$ cat src/rtl/mesi_snoop_ctrl.sv
`timescale 1ns/1ps
module mesi_snoop_ctrl #(
  parameter int AW = 3,
  parameter int DW = 32
) (
  input  logic          clk,
  input  logic          rst_n,
  input  logic          req_valid,
  input  logic [1:0]    req_op,
  input  logic [AW-1:0] req_addr,
  input  logic [DW-1:0] req_wdata,
  output logic          req_done,
  output logic [DW-1:0] req_rdata,
  output logic          bus_req,
  input  logic          bus_gnt,
  output logic          bus_valid,
  output logic [1:0]    bus_cmd,
  output logic [AW-1:0] bus_addr,
  output logic [DW-1:0] bus_wdata,
  input  logic          rsp_shared_i,
  input  logic          rsp_hitm_i,
  input  logic [DW-1:0] rsp_data_i,
  input  logic          snp_valid,
  input  logic [1:0]    snp_cmd,
  input  logic [AW-1:0] snp_addr,
  output logic          snp_shared,
  output logic          snp_hitm,
  output logic [DW-1:0] snp_data
);
  localparam int NL = 1 << AW;
  localparam logic [1:0] OP_RD = 2'd0, OP_WR = 2'd1, OP_EV = 2'd2;
  localparam logic [1:0] C_RD = 2'd0, C_RFO = 2'd1, C_UPG = 2'd2, C_WB = 2'd3;

  typedef enum logic [1:0] {ST_I, ST_S, ST_E, ST_M} mesi_t;
  typedef enum logic [1:0] {F_IDLE, F_REQ, F_ADDR, F_RESP} fsm_t;

  mesi_t         lst  [NL];
  logic [DW-1:0] ldat [NL];
  fsm_t          fs;
  logic [1:0]    cmd_q;
  logic          used_q;

  mesi_t cur, sst;
  logic  need_bus, idle_go, addr_need;
  logic [1:0] cmd_now;

  assign cur = lst[req_addr];
  assign sst = lst[snp_addr];

  always_comb begin
    case (req_op)
      OP_RD:   need_bus = (cur == ST_I);
      OP_WR:   need_bus = (cur == ST_I) || (cur == ST_S);
      OP_EV:   need_bus = (cur == ST_M);
      default: need_bus = 1'b0;
    endcase
  end

  always_comb begin
    case (req_op)
      OP_RD:   cmd_now = C_RD;
      OP_WR:   cmd_now = (cur == ST_S) ? C_UPG : C_RFO;
      default: cmd_now = C_WB;
    endcase
  end

  assign addr_need = (req_op == OP_EV) ? (cur == ST_M) : 1'b1;
  assign idle_go   = (fs == F_IDLE) && req_valid && !snp_valid;
  assign req_done  = (idle_go && !need_bus) || (fs == F_RESP);
  assign req_rdata = (fs == F_RESP) ? rsp_data_i : ldat[req_addr];
  assign bus_req   = (fs == F_REQ);
  assign bus_valid = (fs == F_ADDR) && addr_need;
  assign bus_cmd   = cmd_now;
  assign bus_addr  = req_addr;
  assign bus_wdata = ldat[req_addr];

  always_ff @(posedge clk or negedge rst_n) begin
    if (!rst_n) begin
      fs     <= F_IDLE;
      cmd_q  <= C_RD;
      used_q <= 1'b0;
      for (int i = 0; i < NL; i++) lst[i] <= ST_I;
    end else begin
      case (fs)
        F_IDLE: if (idle_go) begin
          if (need_bus) fs <= F_REQ;
          else if (req_op == OP_WR) lst[req_addr] <= ST_M;
          else if (req_op == OP_EV) lst[req_addr] <= ST_I;
        end
        F_REQ: if (bus_gnt) fs <= F_ADDR;
        F_ADDR: begin
          fs     <= F_RESP;
          cmd_q  <= cmd_now;
          used_q <= addr_need;
        end
        default: begin
          fs <= F_IDLE;
          if (!used_q) lst[req_addr] <= ST_I;
          else case (cmd_q)
            C_RD:        lst[req_addr] <= (rsp_shared_i || rsp_hitm_i) ? ST_S : ST_E;
            C_RFO, C_UPG: lst[req_addr] <= ST_M;
            default:     lst[req_addr] <= ST_I;
          endcase
        end
      endcase
      if (snp_valid) begin
        case (snp_cmd)
          C_RD:         if (sst != ST_I) lst[snp_addr] <= ST_S;
          C_RFO, C_UPG: lst[snp_addr] <= ST_I;
          default: ;
        endcase
      end
    end
  end

  always_ff @(posedge clk) begin
    if (idle_go && !need_bus && req_op == OP_WR)
      ldat[req_addr] <= req_wdata;
    else if (fs == F_RESP && used_q) begin
      if (cmd_q == C_RD) ldat[req_addr] <= rsp_data_i;
      else if (cmd_q == C_RFO || cmd_q == C_UPG) ldat[req_addr] <= req_wdata;
    end
  end

  always_ff @(posedge clk or negedge rst_n) begin
    if (!rst_n) begin
      snp_shared <= 1'b0;
      snp_hitm   <= 1'b0;
      snp_data   <= '0;
    end else begin
      snp_shared <= snp_valid && snp_cmd == C_RD && (sst == ST_S || sst == ST_E);
      snp_hitm   <= snp_valid && (snp_cmd == C_RD || snp_cmd == C_RFO) && sst == ST_M;
      snp_data   <= (snp_valid && sst == ST_M) ? ldat[snp_addr] : '0;
    end
  end


  rsp_latency_chk: assert property (@(posedge clk) disable iff (!rst_n)
    (snp_hitm || snp_shared) |-> $past(snp_valid));

  rsp_exclusive_chk: assert property (@(posedge clk) disable iff (!rst_n)
    snp_hitm |-> !snp_shared);

  snoop_stall_chk: assert property (@(posedge clk) disable iff (!rst_n)
    snp_valid |-> !req_done);

  req_hold_chk: assert property (@(posedge clk) disable iff (!rst_n)
    (bus_req && !bus_gnt) |=> bus_req);

  addr_after_gnt_chk: assert property (@(posedge clk) disable iff (!rst_n)
    bus_valid |-> $past(bus_gnt));

  upg_from_shared_chk: assert property (@(posedge clk) disable iff (!rst_n)
    (bus_valid && bus_cmd == C_UPG) |-> lst[bus_addr] == ST_S);

  wb_from_mod_chk: assert property (@(posedge clk) disable iff (!rst_n)
    (bus_valid && bus_cmd == C_WB) |-> lst[bus_addr] == ST_M);
endmodule

$ cat config.mk
export PLATFORM = sky130hd
export DESIGN_NAME = mesi_snoop_ctrl
export DESIGN_NICKNAME = d
export VERILOG_FILES = /design/src/rtl/mesi_snoop_ctrl.sv
export SDC_FILE = /design/constraint.sdc
export NUM_CORES = 1
export LEC_CHECK = 0
export BUFFER_PORTS_ARGS = -buffer_cell sky130_fd_sc_hd__buf_2
export CAP_MARGIN = 20
export CORE_UTILIZATION = 33
export CTS_CLUSTER_SIZE = 10
export DETAILED_ROUTE_END_ITERATION = 7
export PLACE_DENSITY_LB_ADDON = 0.1
export REMOVE_ABC_BUFFERS = 1
export SETUP_SLACK_MARGIN = 0.15
export SLEW_MARGIN = 25
export SYNTH_ARGS = -nofsm -noshare
export SYNTH_HDL_FRONTEND = slang
export SYNTH_SLANG_ARGS = --single-unit
$ cat constraint.sdc
create_clock -name clk -period 11.29 [get_ports clk]
set_input_delay 0.5645 -clock clk [delete_from_list [all_inputs] [get_ports clk]]
set_output_delay 0.5645 -clock clk [all_outputs]
set_load 0.01 [all_outputs]
Yosys cells after proc, flatten, opt, wreduce, memory -nomap -nowiden
Memories as Yosys holds them, arrays and structs flattened.
Cells that the tools add are included.
{ "classes": {"reduce_logical": 31, "bitwise_logic": 12, "n_mux": 45, "n_lt_le_gt_ge": 4, "n_eq_ne": 17} }
{ "ops": {"columns": ["operator", "n"], "rows": [
  ["$mux 32", 4],
  ["$mux 16", 7],
  ["$pmux 16 s2", 3],
  ["$and 16x16->16", 2],
  ["$not 16->16", 2],
  ["$mux 2", 11],
  ["$bwmux 16", 1],
  ["$eq 2x2->1 const B", 8],
  ["$or 16x16->16", 1],
  ["$logic_and 1x1->1", 13],
  ["$bmux 2 s3", 2],
  ["$demux 2 s3", 2],
  ["$eq 2x1->1 const B", 6],
  ["$mux 1", 12],
  ["$logic_not 2->1", 5],
  ["$and 8x8->8", 1],
  ["$ge 4x4->1 const B", 2],
  ["$lt 4x1->1 const B", 2],
  ["$not 3->4", 2],
  ["$not 8->8", 1],
  ["$or 8x8->8", 1],
  ["$logic_or 1x1->1", 6],
  ["$pmux 2 s3", 1],
  ["$reduce_or 2->1", 3],
  ["8 further kinds", 11]
]} }
{ "totals": {"in_bits": 81, "n_memories": 1, "elab_cells": 124, "reg_bits": 55, "out_inout_bits": 106, "ramBits": 256} }
{ "memory_table": {"columns": ["name", "words", "word_bits", "read_ports", "rd_clocked_by_memory_dff", "wr", "line", "text"], "rows": [
  ["ldat", 8, 32, 2, 0, 1, "38", "logic [DW-1:0] ldat [NL];"]
]} }

Depth between registers and ports, before layout
Gate-level depths: netlist (run 1).
{ "depth": {"depth_word": 16, "mapped_depth": 14, "mapped_depth_nobuf": 11} }

Worst setup path after synthesis (run 1)
Ideal clock, no wire load.
{ "synth_timing": {"path_type": "input port to flip-flop", "start": "input port req_addr[0]", "end": "memory ldat[0][0], enable pin", "arrival_time_ns": 3.534, "cell_stages": 7, "setup_ns": 0.421, "t_required_ns": 10.869, "setup_slack_ns": 7.335, "path_buffers": 2, "cell_sequence": "buf_6 > mux2i_1 > mux4_2 > nor4b_4 > o21ba_2 > clkbuf_1 > nor2_1"} }
{ "synth_between": {"elab_chain_len": 14, "elab_cells_between_ends": 20, "cone_classes": "eq/ne (2); mux (10); bitwise (3); reduce/logical (5)"} }
{ "synth_rtl": {"columns": ["item", "line", "text"], "rows": [
  ["from (decl)", "10", "input logic [AW-1:0] req_addr,"],
  ["$not 3->4 (implied by the code)", "47", "assign cur = lst[req_addr];"],
  ["$bmux 2 s3", "47", null],
  ["$mux 2 (implied by the code) (2 in a row)", "47", null],
  ["$eq 2x1->1 or $logic_not 2->1 (tied branches)", "53, 52", null],
  ["$logic_or 1x1->1", "53", "OP_WR: need_bus = (cur == ST_I) || (cur == ST_S);"],
  ["$pmux 1 s3", "51", "case (req_op)"],
  ["$logic_not 1->1", "117", "if (idle_go && !need_bus && req_op == OP_WR)"],
  ["$logic_and 1x1->1 (2 in a row)", "117", null],
  ["$mux 1", "117", null],
  ["$mux 1, on equally long branches", "118, 120", null],
  ["$or 1x1->1 (no line) (2 in a row)", null, null],
  ["to (decl)", "38", null]
]} }
Several ways; a longest one is shown, not always the timed one. The select of a mux whose other input is x is not followed.

Worst setup path in the final report (run 1)
{ "layout_timing": {"start": "input port req_addr[0]", "end": "output port req_rdata[14]"} }
{ "layout_between": {"elab_chain_len": 2} }
{ "layout_rtl": {"columns": ["item", "line", "text"], "rows": [
  ["$mem_v2 8x32", null, null],
  ["$mux 32", "70", "assign req_rdata = (fs == F_RESP) ? rsp_data_i : ldat[req_addr];"],
  ["to (decl)", "13", "output logic [DW-1:0] req_rdata,"]
]} }
No other way between the ends.

==> metrics.cfg, run 1 <==
[logic_synthesis]
synthTopCellsByArea=edfxtp_1 (50%), dfrtp_1 (8.9%), mux2_2 (6.8%)
synth.distinct_cells=61
synth_warnings=0
yosysMostFrequentCell=edfxtp_1
synthArstFlopShare_pct=17.7
synthTopCellsByCount=edfxtp_1 (256), mux2_2 (93), nor2_1 (75)
syn_area_um2=15500
avgSynthCellArea_um2=12.9
synth_flop_cell=edfxtp_1
synth_top_cell_by_area=edfxtp_1
syn_inst=1205
synth_edf_count=256
synth_top_area_share_pct=49.6
ys_ff_latch=311
synth-seq-area-share_pct=58.4

[detailed_routing]
routed_wl_um=58000
antenna_left=0
routed_via_density=5.97
vias=12020
drt_iter0_drc=1208
dr.pass1.iters=6
wire_per_inst_um=28.8
remaining_drc_errors=0

[die]
fp.dieH_um=219
die_x_um=219
core_um2=46500
initial_core_util_pct=33.4
die_area_um2=47900
rows=79
ios=187

[power]
p_leak_nw=6.77
vdd_drop_max_mv=0.145
power.density_nw_per_um2=178

[grt]
grt_max_degree=56
antenna_found_initial=0
grt_overflow_total=0
grt_pass1_wl_um=83200
grt_pass1_vias=11886
grt_usage_pct=24.3

[sta]
tns_ns=0
fin_skew_ns=0.0207
finalCritPeriodShare_pct=38.3
timing.hold.ws_ns=-0.0244
fmax_mhz=231
worst_slew_pin_slew_ns=1.06
slew_headroom_pct=28.7
hold_viol=15
rsz0062_at_grt=false
setup_viol=0
slew_viol_final=0
period_needed_ns=4.33

[clock_tree]
clock_latency_ns=0.57
ctsHoldBuffers=0
clk_pin_slew_ns=0.06
clockBufferDepth=3
cts_tree=yes
htreeDepth=2
ctsRootBufferMaster=clkbuf_16
cts_sinks=311
post_cts_resize_count=0
cts_buffers=39
cts_setup_buffers=0

[worst_setup_path]
critPathArrivalTime_ns=3.76
cp_cell_sequence=buf_2 > buf_4 > nor2b_1 > a221oi_1 > o21ai_0 > mux2_2 > buf_2
crit_path_start_kind=input port
crit_buf_inv=3
cp_common_cell=buf_2
cp.required_ns=10.73
slowest_stage=nor2b_1
max_stage_delay_ns=0.88
end_kind=output port
worst-setup-path-type=input port to output port
critical_path.top_delay_family=buffers and inverters
path_max_fanout=52

[run]
drv_cap=0

[finish]
syn_to_final_growth_pct=18.9
fill_cells=4444
drive_gt1_share_pct=31.8
fin_nets=1471

[place]
io_buffers=186
gp_congestion=0.837
place_hpwl_um=35300

[status]
violations=negative hold slack
status=finished, violations left

[hold_path]
hp-class=input port to async pin

per-stage QoR:
step           util (%)  instances  cell area [um^2]  power, mW  setup slack [ns]
6_report           39.7       2014             18400       3.28              6.96
5_1_grt            39.7       2013             18400       3.40              6.88
4_1_cts            39.6       2012             18400       3.29              7.00
3_5_place_dp       37.1       1944             17200       2.09              6.72
3_3_place_gp       37.0       1943             17200       2.09              6.83
2_1_floorplan         -       1112             15100       1.80              6.47
per-layer routing:
metal / wire, um / global-route usage, %
met5: 0 / 0
met4: 1770 / 8.50
met3: 3960 / 3.88
met2: 27200 / 39.3
met1: 25100 / 32.9
sequential cells by signal, summed over array words and instances (netlist names):
register	count
ldat	256
snp_shared	1
lst	16
cmd_q	2
used_q	1
fs	2
snp_hitm	1
snp_data	32
path summary, 6_finish.rpt:
kind,start,to,slack [ns],cells past startpoint
hold reg to reg,ldat[1][29]$_DFFE_PP_,snp_data[29]$_DFF_PN0_,0.52,2
setup / recovery,req_addr[0],req_rdata[14],6.96,7
min in group clk,req_wdata[16],ldat[2][16]$_DFFE_PP_,0.37,2
hold / removal,rst_n,snp_data[11]$_DFF_PN0_,-0.02,2
max in group asynchronous,rst_n,snp_data[15]$_DFF_PN0_,10.73,3
setup reg to reg,fs[0]$_DFFE_PN0P_,ldat[5][28]$_DFFE_PP_,7.12,7
placed cells by master (no fill, tap or decap), drive strengths merged, types with 43 or more instances in the layout:
master | synthesis | final
clkbuf | 71 | 61
o22ai | 69 | 69
nor2 | 75 | 75
a221oi | 43 | 43
o21ai | 73 | 73
edfxtp | 256 | 256
a22oi | 47 | 47
mux2 | 123 | 123
buf | 22 | 226
dfrtp | 55 | 55
a21oi | 59 | 59
cells by family (layout without fill, tap and decap cells):
kind of cell / count (synthesis) / count (layout) / share of synthesized area (%)
AOI/OAI and AO/OA: 384 / 384 / 16.7
and+or+nand+nor: 210 / 210 / 6.70
DFF: 311 / 311 / 58.4
muxes: 175 / 175 / 14.2
buffers and inverters: 114 / 315 / 3.07
adders and majority gates: 11 / 11 / 0.887
other: 0 / 1 / 0
layout make-up:
type                            instances  area [um^2]  area share, %
Timing Repair Buffer                  226         1260           6.84
Clock buffer                           61         1090           5.91
Sequential cell                       311         9060           49.1
Tap cell                              607          759           4.12
Clock inverter                          7          103          0.556
Multi-Input combinational cell        780         6090           33.0
Antenna cell                            1         2.50         0.0136
Inverter                               21         78.8          0.427
where the power goes:
group | internal (mW) | total [mW] | leakage [nW] | switching, mW
clock network | 0.709 | 1.20 | 0.573 | 0.495
registers | 1.31 | 1.35 | 3.05 | 0.0404
logic | 0.281 | 0.726 | 3.15 | 0.445
total | 2.30 | 3.28 | 6.77 | 0.979
Power figures use the tool's default switching activity.
==> inputs of run 2 (changes only) <==
Clock period 11.29 ns to 3.65 ns, I/O delays scaled along.
==> metrics.cfg, run 2 (synthesis gave the netlist of run 1 again) <==
[status]
status=finished, final reports clean

[power]
power.density_nw_per_um2=532
vdd_drop_max_mv=0.400
p_leak_nw=7.12
totalPowerFinal_mw=10.2

[die]
rows=79
ios=187
core_um2=46500
die_x_um=219
initial_core_util_pct=33.4
die_area_um2=47900
fp.dieH_um=219

[sta]
rsz0062_at_grt=false
worst_slew_pin_slew_ns=1.01
fin_ws_ns=0.243
hold_viol=0
fin_skew_ns=0.0279
finalCritPeriodShare_pct=93.3
slew_viol_final=0
setup_viol=0
period_needed_ns=3.41
slew_headroom_pct=32.4
fmax_mhz=294

[place]
io_buffers=186
gp_congestion=0.854
placed_cell_area_um2=17600
place_hpwl_um=38200
place_inst=1977
post-place-ws_ns=0.586

[clock_tree]
clockBufferDepth=3
cts_setup_buffers=0
htreeDepth=2
clock_latency_ns=0.57
cts_buffers=39
cts_sinks=311
clk_pin_slew_ns=0.06
cts_tree=yes
ctsRootBufferMaster=clkbuf_16

[finish]
layout_common_cells=edfxtp_1 (256), buf_2 (185), mux2_2 (93), o21ai_0 (73), o22ai_1 (69)
stdcell_area_um2=19200
syn_to_final_growth_pct=23.6
fin_nets=1542
seq_area_um2=9060
largest_reg_flops=256
diodes=0
max_flop_register=ldat
final_cell_count_no_fill=2087
layout_commonest_cell=edfxtp_1
reg_top3=ldat (256), snp_data (32), lst (16)
drive_gt1_share_pct=32.0
fill_cells=4362
multi_input_area_um2=6060

[detailed_routing]
wire_per_inst_um=28.9
vias=12261
routed_via_density=5.87
dr.pass1.iters=5
remaining_drc_errors=0
antenna_left=0
drt_iter0_drc=1271
routed_wl_um=60300

[grt]
grt_pass1_wl_um=85600
grt_overflow_total=0
grt_pass1_vias=11877
antenna_found_initial=0
grt_max_degree=76
grt_usage_pct=25.1

[worst_setup_path]
cp.required_ns=3.92
worst-setup-path-type=flip-flop to flip-flop
critPathArrivalTime_ns=3.67
r2r_slack_ns=0.24
r2r-start=lst[15]$_DFF_PN0_
reg2reg_to=ldat[1][27]$_DFFE_PP_
path_max_fanout=21
end_kind=flip-flop
rr_worst_depth=8
crit_path_start_kind=flip-flop

[hold_path]
hold_depth=2
hp-start=rsp_data_i[8]
hp-class=input port to flip-flop
holdPathEnd=ldat[0][8]$_DFFE_PP_

[run]
drv_cap=0

-- run 2: cell types whose count changed in the layout (fill, tap and decap cells not counted), sizes merged --
cell         change
clkinv           +3
diode            -1
dlygate4sd3     +39
buf             +32
bufinv           -1
clkbuf           +1
-- run 2: how the worst max path moves through the flow --
stage	start	endpoint	slack, ns
2_1_floorplan	fs[0]$_DFFE_PN0P_	ldat[0][0]$_DFFE_PP_	-1.06
3_3_place_gp	snp_addr[1]	snp_data[23]$_DFF_PN0_	0.64
3_5_place_dp	snp_addr[1]	snp_data[23]$_DFF_PN0_	0.59
4_1_cts	lst[11]$_DFF_PN0_	ldat[6][22]$_DFFE_PP_	0.25
5_1_grt	lst[7]$_DFF_PN0_	ldat[3][25]$_DFFE_PP_	0.16
6_report	lst[15]$_DFF_PN0_	ldat[1][27]$_DFFE_PP_	0.24
-- run 2: metal layers --
metal	track usage, %	part of all wire [%]
met1	34.7	44
met5	0	0
met2	39.5	46
met3	4.98	7.4
met4	8.19	2.8
-- run 2: through the flow --
stage / setup TNS (ns) / util [%] / hold WS [ns]
floorplan: -245.39 / - / -0.113
global placement: 0 / 37.9 / 0.0308
detailed placement: 0 / 37.9 / 0.0306
CTS: 0 / 41.3 / 0.000197
global route: 0 / 41.3 / 0.00987
finish: 0 / 41.3 / 0.0160
-- run 2: timing repair --
item	4_1_cts	5_1_grt
hold endpoints to repair	225	0
setup endpoints to repair	0	0
resized for setup	0	0
hold buffers	39	0
-- run 2: power by group --
part	switching [mW]	internal (mW)
logic	1.42	0.941
clock network	1.53	2.12
registers	0.131	4.04
-- run 2: worst max-delay path, stage by stage (launching register included) --
cell and delay (ns):
dfrtp_1 0.46, mux2i_1 0.10, mux4_2 0.56, nor4b_4 0.31
buf_4 0.24, nor4b_4 0.07, buf_4 0.32, mux2_4 0.36
dlygate4sd3_1 0.65
-- run 2: cell type report --
| class | count | area share, % |
|---|---|---|
| Timing Repair Buffer | 297 | 10.5 |
| Sequential cell | 311 | 47.3 |
| Tap cell | 607 | 3.96 |
| Inverter | 21 | 0.411 |
| Clock buffer | 62 | 5.65 |
| Clock inverter | 9 | 0.568 |
| Multi-Input combinational cell | 780 | 31.6 |
